**src/rtl/irqc_pkg.sv**
```systemverilog
package irqc_pkg;
  localparam logic [2:0] RA_MASK = 3'd0;
  localparam logic [2:0] RA_BASE = 3'd1;
  localparam logic [2:0] RA_ACK  = 3'd2;
  localparam logic [2:0] RA_PEND = 3'd3;
  localparam logic [2:0] RA_INSV = 3'd4;
endpackage

```
**src/rtl/irqc_prio.sv**
```systemverilog
module irqc_prio #(
  parameter int N  = 8,
  parameter int LW = 3
) (
  input  logic [N-1:0]  cand,
  output logic          any,
  output logic [LW-1:0] idx
);
  always_comb begin
    idx = '0;
    for (int i = N - 1; i >= 0; i--) begin
      if (cand[i]) idx = LW'(i);
    end
  end
  assign any = |cand;
endmodule

```
**src/rtl/irqc_unit.sv**
```systemverilog
module irqc_unit #(
  parameter int             N           = 8,
  parameter int             DW          = 8,
  parameter int             LW          = 3,
  parameter logic [N-1:0]   LEVEL_LINES = '0
) (
  input  logic          clk,
  input  logic          rst_n,
  input  logic [N-1:0]  req,
  input  logic          enable,
  input  logic          take,
  input  logic          mask_we,
  input  logic          base_we,
  input  logic          ack_we,
  input  logic [DW-1:0] wdata,
  output logic          out_req,
  output logic [LW-1:0] pick,
  output logic [DW-1:0] vec,
  output logic [N-1:0]  mask_o,
  output logic [DW-1:0] base_o,
  output logic [N-1:0]  pend_o,
  output logic [N-1:0]  isr_o,
  output logic          base_ok
);
  logic [N-1:0]  req_eff;
  logic [N-1:0]  mask_q, isr_q, isr_nxt;
  logic [DW-1:0] base_q;
  logic          base_ok_q;
  logic          any;

  // per-line capture: level lines pass straight through, others latch a rising edge
  for (genvar i = 0; i < N; i++) begin : g_line
    if (LEVEL_LINES[i]) begin : g_lvl
      assign req_eff[i] = req[i];
    end else begin : g_edge
      logic r_q, p_q;
      always_ff @(posedge clk) begin
        if (!rst_n) begin
          r_q <= 1'b0;
          p_q <= 1'b0;
        end else begin
          r_q <= req[i];
          p_q <= (p_q & ~(take && pick == LW'(i))) | (req[i] & ~r_q);
        end
      end
      assign req_eff[i] = p_q;
    end
  end

  irqc_prio #(.N(N), .LW(LW)) u_prio (
    .cand (req_eff & ~mask_q),
    .any  (any),
    .idx  (pick)
  );

  assign out_req = enable & ~(|isr_q) & any;
  assign vec     = base_q + DW'(pick);

  always_comb begin
    isr_nxt = isr_q;
    if (ack_we) isr_nxt = isr_q & (isr_q - 1'b1);
    if (take)   isr_nxt = isr_nxt | (N'(1) << pick);
  end

  always_ff @(posedge clk) begin
    if (!rst_n) begin
      mask_q    <= '1;
      isr_q     <= '0;
      base_q    <= '0;
      base_ok_q <= 1'b0;
    end else begin
      isr_q <= isr_nxt;
      if (mask_we) mask_q <= wdata[N-1:0];
      if (base_we) begin
        base_q    <= wdata;
        base_ok_q <= 1'b1;
      end
    end
  end

  assign mask_o  = mask_q;
  assign base_o  = base_q;
  assign pend_o  = req_eff;
  assign isr_o   = isr_q;
  assign base_ok = base_ok_q;

  a_r6_take_blocks: assert property (@(posedge clk) disable iff (!rst_n)
    take |=> !out_req);
  a_r6_single_service: assert property (@(posedge clk) disable iff (!rst_n)
    $onehot0(isr_q));
  a_r7_ack_clears: assert property (@(posedge clk) disable iff (!rst_n)
    (ack_we && !take) |=> (isr_q == '0));
  a_r5_gate: assert property (@(posedge clk) disable iff (!rst_n)
    !enable |-> !out_req);
  a_r2_mask_honoured: assert property (@(posedge clk) disable iff (!rst_n)
    out_req |-> !mask_q[pick]);
endmodule

```
**src/rtl/cascade_irq_ctrl.sv**
```systemverilog
module cascade_irq_ctrl #(
  parameter int N         = 8,
  parameter int DW        = 8,
  parameter int CASC_LINE = 2,
  localparam int LW       = $clog2(N),
  localparam int NREQ     = 2 * N - 1
) (
  input  logic            clk,
  input  logic            rst_n,
  input  logic [NREQ-1:0] irq_req,
  output logic            vec_valid,
  input  logic            vec_ready,
  output logic [DW-1:0]   vec_data,
  input  logic            reg_we,
  input  logic            reg_sel,
  input  logic [2:0]      reg_addr,
  input  logic [DW-1:0]   reg_wdata,
  output logic [DW-1:0]   reg_rdata
);
  import irqc_pkg::*;

  localparam logic [N-1:0] CASC_MASK = N'(1) << CASC_LINE;

  logic [N-1:0]  m_req, s_req;
  logic          m_out, s_out, m_take, s_take, armed;
  logic [LW-1:0] m_pick, s_pick;
  logic [DW-1:0] m_vec, s_vec, m_base, s_base;
  logic [N-1:0]  m_mask, s_mask, m_pend, s_pend, m_isr, s_isr;
  logic          m_ok, s_ok;
  logic          wr_m, wr_s;

  always_comb begin
    int k;
    k = 0;
    for (int i = 0; i < N; i++) begin
      if (i == CASC_LINE) begin
        m_req[i] = s_out;
      end else begin
        m_req[i] = irq_req[k];
        k++;
      end
    end
  end
  assign s_req = irq_req[NREQ-1:N-1];

  assign armed  = m_ok & s_ok;
  assign m_take = vec_valid & vec_ready;
  assign s_take = m_take & (m_pick == LW'(CASC_LINE));
  assign wr_m   = reg_we & ~reg_sel;
  assign wr_s   = reg_we & reg_sel;

  irqc_unit #(.N(N), .DW(DW), .LW(LW), .LEVEL_LINES(CASC_MASK)) u_primary (
    .clk     (clk),
    .rst_n   (rst_n),
    .req     (m_req),
    .enable  (armed & ~(|s_isr)),
    .take    (m_take),
    .mask_we (wr_m && reg_addr == RA_MASK),
    .base_we (wr_m && reg_addr == RA_BASE),
    .ack_we  (wr_m && reg_addr == RA_ACK),
    .wdata   (reg_wdata),
    .out_req (m_out),
    .pick    (m_pick),
    .vec     (m_vec),
    .mask_o  (m_mask),
    .base_o  (m_base),
    .pend_o  (m_pend),
    .isr_o   (m_isr),
    .base_ok (m_ok)
  );

  irqc_unit #(.N(N), .DW(DW), .LW(LW), .LEVEL_LINES('0)) u_secondary (
    .clk     (clk),
    .rst_n   (rst_n),
    .req     (s_req),
    .enable  (armed),
    .take    (s_take),
    .mask_we (wr_s && reg_addr == RA_MASK),
    .base_we (wr_s && reg_addr == RA_BASE),
    .ack_we  (wr_s && reg_addr == RA_ACK),
    .wdata   (reg_wdata),
    .out_req (s_out),
    .pick    (s_pick),
    .vec     (s_vec),
    .mask_o  (s_mask),
    .base_o  (s_base),
    .pend_o  (s_pend),
    .isr_o   (s_isr),
    .base_ok (s_ok)
  );

  assign vec_valid = m_out;
  assign vec_data  = (m_pick == LW'(CASC_LINE)) ? s_vec : m_vec;

  always_comb begin
    reg_rdata = '0;
    case (reg_addr)
      RA_MASK: reg_rdata = DW'(reg_sel ? s_mask : m_mask);
      RA_BASE: reg_rdata = reg_sel ? s_base : m_base;
      RA_PEND: reg_rdata = DW'(reg_sel ? s_pend : m_pend);
      RA_INSV: reg_rdata = DW'(reg_sel ? s_isr : m_isr);
      default: reg_rdata = '0;
    endcase
  end

  a_r8_cascade_source: assert property (@(posedge clk) disable iff (!rst_n)
    (vec_valid && m_pick == LW'(CASC_LINE)) |-> s_out);
  a_r8_secondary_blocks: assert property (@(posedge clk) disable iff (!rst_n)
    (|s_isr) |-> !vec_valid);
  a_r11_hold_valid: assert property (@(posedge clk) disable iff (!rst_n)
    (vec_valid && !vec_ready && !(reg_we && reg_addr == RA_MASK)) |=> vec_valid);
endmodule

```
**config.mk**
```make
export PLATFORM = sky130hd
export DESIGN_NAME = cascade_irq_ctrl
export DESIGN_NICKNAME = d
export VERILOG_FILES = /design/src/rtl/irqc_pkg.sv /design/src/rtl/irqc_prio.sv /design/src/rtl/irqc_unit.sv /design/src/rtl/cascade_irq_ctrl.sv
export SDC_FILE = /design/constraint.sdc
export NUM_CORES = 1
export LEC_CHECK = 0
export BUFFER_PORTS_ARGS = -buffer_cell sky130_fd_sc_hd__buf_2
export CAP_MARGIN = 20
export CORE_ASPECT_RATIO = 0.9
export CORE_MARGIN = 3
export CORE_UTILIZATION = 59
export CTS_BUF_LIST = sky130_fd_sc_hd__clkbuf_4
export CTS_CLUSTER_DIAMETER = 40
export DETAILED_ROUTE_END_ITERATION = 12
export PLACE_DENSITY = 0.8
export SYNTH_ARGS = -nofsm -noshare
export SYNTH_HDL_FRONTEND = slang
export SYNTH_SLANG_ARGS = --single-unit
```
**constraint.sdc**
```tcl
create_clock -name clk -period 5.27 [get_ports clk]
set_clock_uncertainty 0.2 [all_clocks]
set_input_delay 0.7905 -clock clk [delete_from_list [all_inputs] [get_ports clk]]
set_output_delay 0.7905 -clock clk [all_outputs]
set_load 0.05 [all_outputs]
```
==> results of run 1 <==
-- power groups by stage --
stage / clock network (mW) / logic [mW] / registers [mW]
after global placement: 0 / 0.142 / 0.656
after global routing: 0.445 / 0.156 / 0.647
after CTS: 0.412 / 0.144 / 0.643
after detailed placement: 0 / 0.143 / 0.657
final: 0.409 / 0.145 / 0.644
after floorplan: 0 / 0.102 / 0.649
-- registers in the layout (all words and copies together), names as in the netlist --
name,count
u_primary.base_o,8
u_primary.isr_o,8
u_primary.mask_o,8
u_secondary.base_o,8
u_secondary.g_line.g_edge.p_q,8
u_secondary.g_line.g_edge.r_q,8
u_secondary.isr_o,8
u_secondary.mask_o,8
u_primary.g_line.g_edge.p_q,7
u_primary.g_line.g_edge.r_q,7
u_primary.base_ok,1
u_secondary.base_ok,1
-- critical path: cells and delay by family, from the launching register on --
| kind | cells | cell delay, ns |
|---|---|---|
| fa+ha+maj | 3 | 0.76 |
| buf+inv | 1 | 0.28 |
| flops | 1 | 0.39 |
| compound gates | 5 | 1.16 |
| simple gates | 4 | 0.80 |
-- synthesized netlist by cell type, drive strengths merged (5+ instances only) --
master,n,share of area
mux2i,29,0.068
a21oi,12,0.015
o21a,5,0.0088
a21o,8,0.014
buf,6,0.0065
inv,12,0.011
mux2,5,0.013
a22oi,8,0.014
a21boi,24,0.042
nor2b,33,0.048
nand2b,9,0.013
a221oi,5,0.010
clkbuf,16,0.015
o21ai,15,0.018
nor2,21,0.020
o221ai,6,0.012
ha,5,0.015
nor3,6,0.0070
xor2,9,0.018
a32o,5,0.012
nand3,26,0.031
nand2,77,0.068
and2,16,0.023
dfxtp,80,0.38
-- cells by family after synthesis --
group / share of synthesized area
AOI/OAI and AO/OA: 0.200
xor gates and xnor gates: 0.0267
adders and majority gates: 0.0220
buffers and inverters: 0.0320
DFF: 0.376
muxes: 0.0813
and+or+nand+nor: 0.263
-- worst min path at each step --
stage	start	slack (ns)	end	cells past startpoint
global route	u_secondary.g_line[4].g_edge.r_q	0.24	u_secondary.g_line[4].g_edge.p_q	1
global placement	u_secondary.g_line[4].g_edge.r_q	0.20	u_secondary.g_line[4].g_edge.p_q	1
finish	u_secondary.g_line[4].g_edge.r_q	0.21	u_secondary.g_line[4].g_edge.p_q	1
CTS	u_secondary.g_line[4].g_edge.r_q	0.22	u_secondary.g_line[4].g_edge.p_q	1
floorplan	u_secondary.g_line[4].g_edge.r_q	0.19	u_secondary.g_line[4].g_edge.p_q	1
detailed placement	u_secondary.g_line[4].g_edge.r_q	0.20	u_secondary.g_line[4].g_edge.p_q	1
-- layout make-up --
type	instances	area share
clock buffers	10	0.0160
well taps	90	0.0240
flip-flops and latches	80	0.341
clock inverters	5	0.0173
repair buffers	50	0.0548
multi-input cells	380	0.538
inverters	12	0.00958
-- metrics by stage --
stage / utilization / instances / setup slack (ns) / power (mW)
global route: 0.691 / 627 / 0.201 / 1.25
global placement: 0.668 / 612 / 1.01 / 0.799
CTS: 0.691 / 627 / 0.458 / 1.20
detailed placement: 0.668 / 612 / 0.937 / 0.800
finish: 0.691 / 627 / 0.449 / 1.20
floorplan: - / 494 / 0.623 / 0.751
-- layer usage --
metal	global-route usage	routed length, um	up-vias
met1	0.437	5210	1755
met4	0.0840	223	0
li1	-	-	1832
met3	0.0642	1210	20
met5	0	0	-
met2	0.454	5160	190
==> flow_summary_export.csv, run 1 <==
group,metric,value,unit
run_status,status,"finished, final reports clean",
timing,period_share,0.915,
yosys,synth_ff_type,"dfxtp_1",
power_and_ir_drop,ir_worst_vdd,0.000200,V
timing,fmax,0.207,GHz
timing,report.final.slew_viol_count,0,
power_and_ir_drop,p_sw,0.321,mW
worst_setup_path,cp_cell_sequence,"nor4_4 -> nand2_2 -> a2111o_1 -> a21oi_1 -> nor2_1 -> ha_1 -> ha_1 -> nor3_1 -> a21oi_2 -> maj3_2 -> o21a_1 -> a211oi_2 -> buf_2",
timing,timing.hold.ws,0.215,ns
finish,multiInputGateArea,0.00253,mm^2
floorplanning,rows,28,
yosys,synth_seq_cells,80,
cts,clk_pin_slew,0.13,ns
worst_setup_path,path_max_fanout,6,
finish,area_growth,10.2,%
yosys,yosysWarnings,0,
yosys,netlist_area,0.00426,mm^2
global_routing,grt_pass1_wl,19100,um
floorplanning,initial_utilization,0.627,
drt,first_pass_iters,5,
drt,wl_per_cell,18.8,um
timing,period_needed,4.82,ns
floorplanning,coreArea,0.00680,mm^2
floorplanning,die_w,95.6,um
worst_setup_path,path_class,"flop to primary output",
power_and_ir_drop,pwr-share-clk,0.342,
placement,port_buffers,47,
worst_setup_path,cpMostUsedCell,"ha_1",
worst_setup_path,r2r_cells,8,
drt,via_per_inst,6.06,
floorplanning,io_pins,48,
drt,vias,3797,
global_routing,gr-usage-all-layers,0.302,
cts,clockBufferDepth,2,
timing,hold_viol,0,
drt,ant_nets,0,
finish,ff_latch_area,0.00160,mm^2
yosys,async_flop_share,0,
worst_setup_path,required,4.28,ns
floorplanning,chipHeight,86.7,um
finish,diodes,0,
worst_setup_path,endpoint,"vec_data[4]",
global_routing,first_global_vias,3653,
power_and_ir_drop,p_int,0.877,mW
placement,place_congestion,0.955,
power_and_ir_drop,p_sw_frac,0.268,
power_and_ir_drop,seqPwrFrac,0.538,
timing,tightest_slew,0.854,ns
yosys,seq_area_frac_synth,0.376,
worst_setup_path,slowest_delay,0.51,ns
cts,cts_hold_buf,0,
cts,numCtsBuffers,9,
cts,cts_root_buf,"clkbuf_4",
finish,drive_gt1_frac,0.158,
cts,htreeDepth,3,
drt,routed_wl,11800,um
cts,clock_latency,0.43,ns
finish,final_nets,569,
worst_hold_path,hold_path.class,"flop to flop",
worst_setup_path,critPathSlowestCell,"a2111o_1",
worst_setup_path,reg2reg_from,"u_secondary.isr_o[3]",
power_and_ir_drop,p_leak,2.05,nW
yosys,ys_types,60,
job,max-cap-violations,0,
timing,setup_viol_count_final,0,
yosys,synth_edf_count,0,
cts,cts_tree,"built",
global_routing,globalRoute.totalOverflow,0,
timing,tns,0,ns
placement,dp_hpwl,8960,um
yosys,syn_nets,530,
yosys,synth_cells,494,
placement,dpl_cell_area,0.00454,mm^2
cts,cts_resized,0,
finish,final_common_cell,"dfxtp_1",
worst_setup_path,regToRegSetupSlack,2.16,ns
cts,postCtsSetupRepairBufs,0,
worst_setup_path,r2r-end,"u_secondary.g_line[4].g_edge.p_q",
power_and_ir_drop,power-per-cell-area,255,mW/mm^2
cts,cts_sinks,80,
power_and_ir_drop,power_frac_comb,0.121,
global_routing,grt_antenna_before_repair,0,
worst_setup_path,startpoint,"u_secondary.isr_o[3]",
global_routing,grt_max_degree,81,
worst_setup_path,crit_arrival,3.83,ns
worst_setup_path,crit_path_start_kind,"flop",
finish,finalInstanceArea,0.00470,mm^2
worst_setup_path,critPathCaptureType,"primary output",
finish,num-fill-cells,586,
yosys,syn_area_per_cell,8.63,um^2
timing,rsz0062_at_grt,"no",
drt,drc,0,
floorplanning,floorplan.die_area,0.00828,mm^2
finish,layout_common_cells,"80 x dfxtp_1, 76 x nand2_1, 47 x buf_2",
drt,drt_iter0_drc,405,
timing,relSlewSlack,0.431,
No activity file was read; power rests on OpenSTA's default activity.
==> run 2, diff against run 1 <==
==> constraint.sdc (replaced) <==
create_clock -name clk -period 5.27 [get_ports clk]
set_clock_uncertainty 0.2 [all_clocks]
set_input_delay 0.527 -clock clk [delete_from_list [all_inputs] [get_ports clk]]
set_output_delay 0.527 -clock clk [all_outputs]
set_load 0.05 [all_outputs]
==> run 2 against run 1 <==
Against the previous run: register-to-register slack gained 0.03 ns; critical path depth unchanged; via count is 1.5% higher; cell count grew 0.16%; routed wire length shrank 0.16%; largest cell class unchanged.
==> flow_summary_export.csv, run 2 (synthesis gave the netlist of run 1 again) <==
group,metric,value,unit
global_routing,grt_max_degree,81,
power_and_ir_drop,p_leak,2.04,nW
placement,dpl_cell_area,0.00454,mm^2
drt,routed_wl,11800,um
drt,drc,0,
run_status,status,"finished, final reports clean",
finish,diodes,0,
drt,wl_per_cell,18.8,um
finish,final_nets,569,
worst_setup_path,regToRegSetupSlack,2.19,ns
floorplanning,initial_utilization,0.627,
finish,num-fill-cells,576,
global_routing,gr-usage-all-layers,0.304,
timing,tns,0,ns
worst_setup_path,critPathCaptureType,"primary output",
power_and_ir_drop,seqPwrFrac,0.555,
cts,htreeDepth,3,
worst_setup_path,required,4.54,ns
placement,dp_hpwl,8980,um
cts,cts_hold_buf,0,
worst_setup_path,reg2reg_from,"u_secondary.g_line[4].g_edge.p_q",
finish,finalInstanceArea,0.00468,mm^2
cts,cts_root_buf,"clkbuf_4",
worst_setup_path,crit_arrival,3.85,ns
floorplanning,floorplan.die_area,0.00828,mm^2
timing,period_needed,4.57,ns
finish,final_common_cell,"dfxtp_1",
worst_hold_path,hp-start,"irq_req[6]",
global_routing,grt_antenna_before_repair,0,
placement,dp_cells,612,
power_and_ir_drop,power-per-cell-area,248,mW/mm^2
floorplanning,rows,28,
cts,clk_pin_slew,0.14,ns
cts,numCtsBuffers,9,
cts,cts_sinks,80,
drt,ant_nets,0,
worst_hold_path,hold_path.class,"input port to flop",
global_routing,first_global_vias,3717,
power_and_ir_drop,p_int,0.835,mW
cts,cts_tree,"built",
finish,drive_gt1_frac,0.160,
placement,port_buffers,47,
finish,area_growth,9.83,%
power_and_ir_drop,p_sw,0.327,mW
cts,clock_latency,0.44,ns
finish,layout_common_cells,"80 x dfxtp_1, 76 x nand2_1, 47 x buf_2",
placement,place_congestion,0.953,
floorplanning,io_pins,48,
global_routing,globalRoute.totalOverflow,0,
floorplanning,chipHeight,86.7,um
cts,clockBufferDepth,2,
timing,relSlewSlack,0.446,
timing,rsz0062_at_grt,"no",
worst_setup_path,crit_path_start_kind,"flop",
finish,fin_util,0.689,
floorplanning,die_w,95.6,um
cts,cts_resized,0,
timing,setup_viol_count_final,0,
cts,postCtsSetupRepairBufs,0,
power_and_ir_drop,ir_worst_vdd,0.000198,V
drt,via_per_inst,6.14,
global_routing,grt_pass1_wl,19200,um
job,max-cap-violations,0,
timing,report.final.slew_viol_count,0,
drt,drt_iter0_drc,217,
timing,period_share,0.868,
drt,vias,3855,
finish,stdcell_count,628,
timing,fmax,0.219,GHz
power_and_ir_drop,pwr-share-clk,0.321,
drt,first_pass_iters,5,
worst_setup_path,path_max_fanout,6,
power_and_ir_drop,power_frac_comb,0.124,
worst_setup_path,startpoint,"u_secondary.g_line[4].g_edge.p_q",
timing,tightest_slew,0.832,ns
timing,hold_viol,0,
floorplanning,coreArea,0.00680,mm^2
worst_setup_path,path_class,"flop to primary output",
power_and_ir_drop,total_power,1.16,mW
power_and_ir_drop,p_sw_frac,0.281,
## run 2: per-stage QoR
| stage | setup WS [ns] | hold slack (ns) |
|---|---|---|
| 2_1_floorplan | 0.887 | 0.189 |
| 3_3_place_gp | 1.27 | 0.196 |
| 3_5_place_dp | 1.19 | 0.207 |
| 4_1_cts | 0.709 | 0.0714 |
| 5_1_grt | 0.447 | 0.0881 |
| 6_report | 0.697 | 0.0872 |
## run 2: path summary, 6_finish.rpt
kind                                      endpoint  depth (start not counted)
hold / removal      u_primary.g_line[7].g_edge.r_q                          3
setup reg to reg  u_secondary.g_line[4].g_edge.p_q                          8
hold reg to reg   u_secondary.g_line[4].g_edge.p_q                          1
setup / recovery                       vec_data[4]                         13
## run 2: final cells by class
type	count	area, um^2	share of cell area
multi-input combinational	380	2530	0.539
sequential	80	1600	0.342
timing repair buffer	50	258	0.0550
tap	90	113	0.0240
clock buffer	11	82.6	0.0176
clock inverter	5	57.6	0.0123
inverter	12	45.0	0.00962
## run 2: worst max-delay path, cell delays in order, from the launching register on
cell      delay, ns
dfxtp_1        0.39
nor2b_1        0.32
nor4b_4        0.12
a2111o_1       0.54
a21oi_1        0.16
nor2_1         0.11
ha_1           0.24
ha_1           0.20
nor3_1         0.23
a21oi_2        0.11
maj3_2         0.32
o21a_1         0.20
a211oi_2       0.17
buf_2          0.28
## run 2: power by group through the flow
stage	Combinational (mW)	Clock, mW	Sequential, mW
finish	0.145	0.373	0.644
global route	0.156	0.403	0.647
CTS	0.143	0.376	0.644
detailed placement	0.143	0	0.657
global placement	0.142	0	0.656
floorplan	0.102	0	0.649
## run 2: per-layer routing
layer / wire, um / vias up / share of wire / GRT usage
met5: 0 / - / 0 / 0
met4: 395 / 0 / 0.034 / 0.127
met3: 918 / 39 / 0.078 / 0.0720
met2: 5090 / 174 / 0.43 / 0.448
met1: 5380 / 1806 / 0.46 / 0.427
li1: - / 1836 / - / -
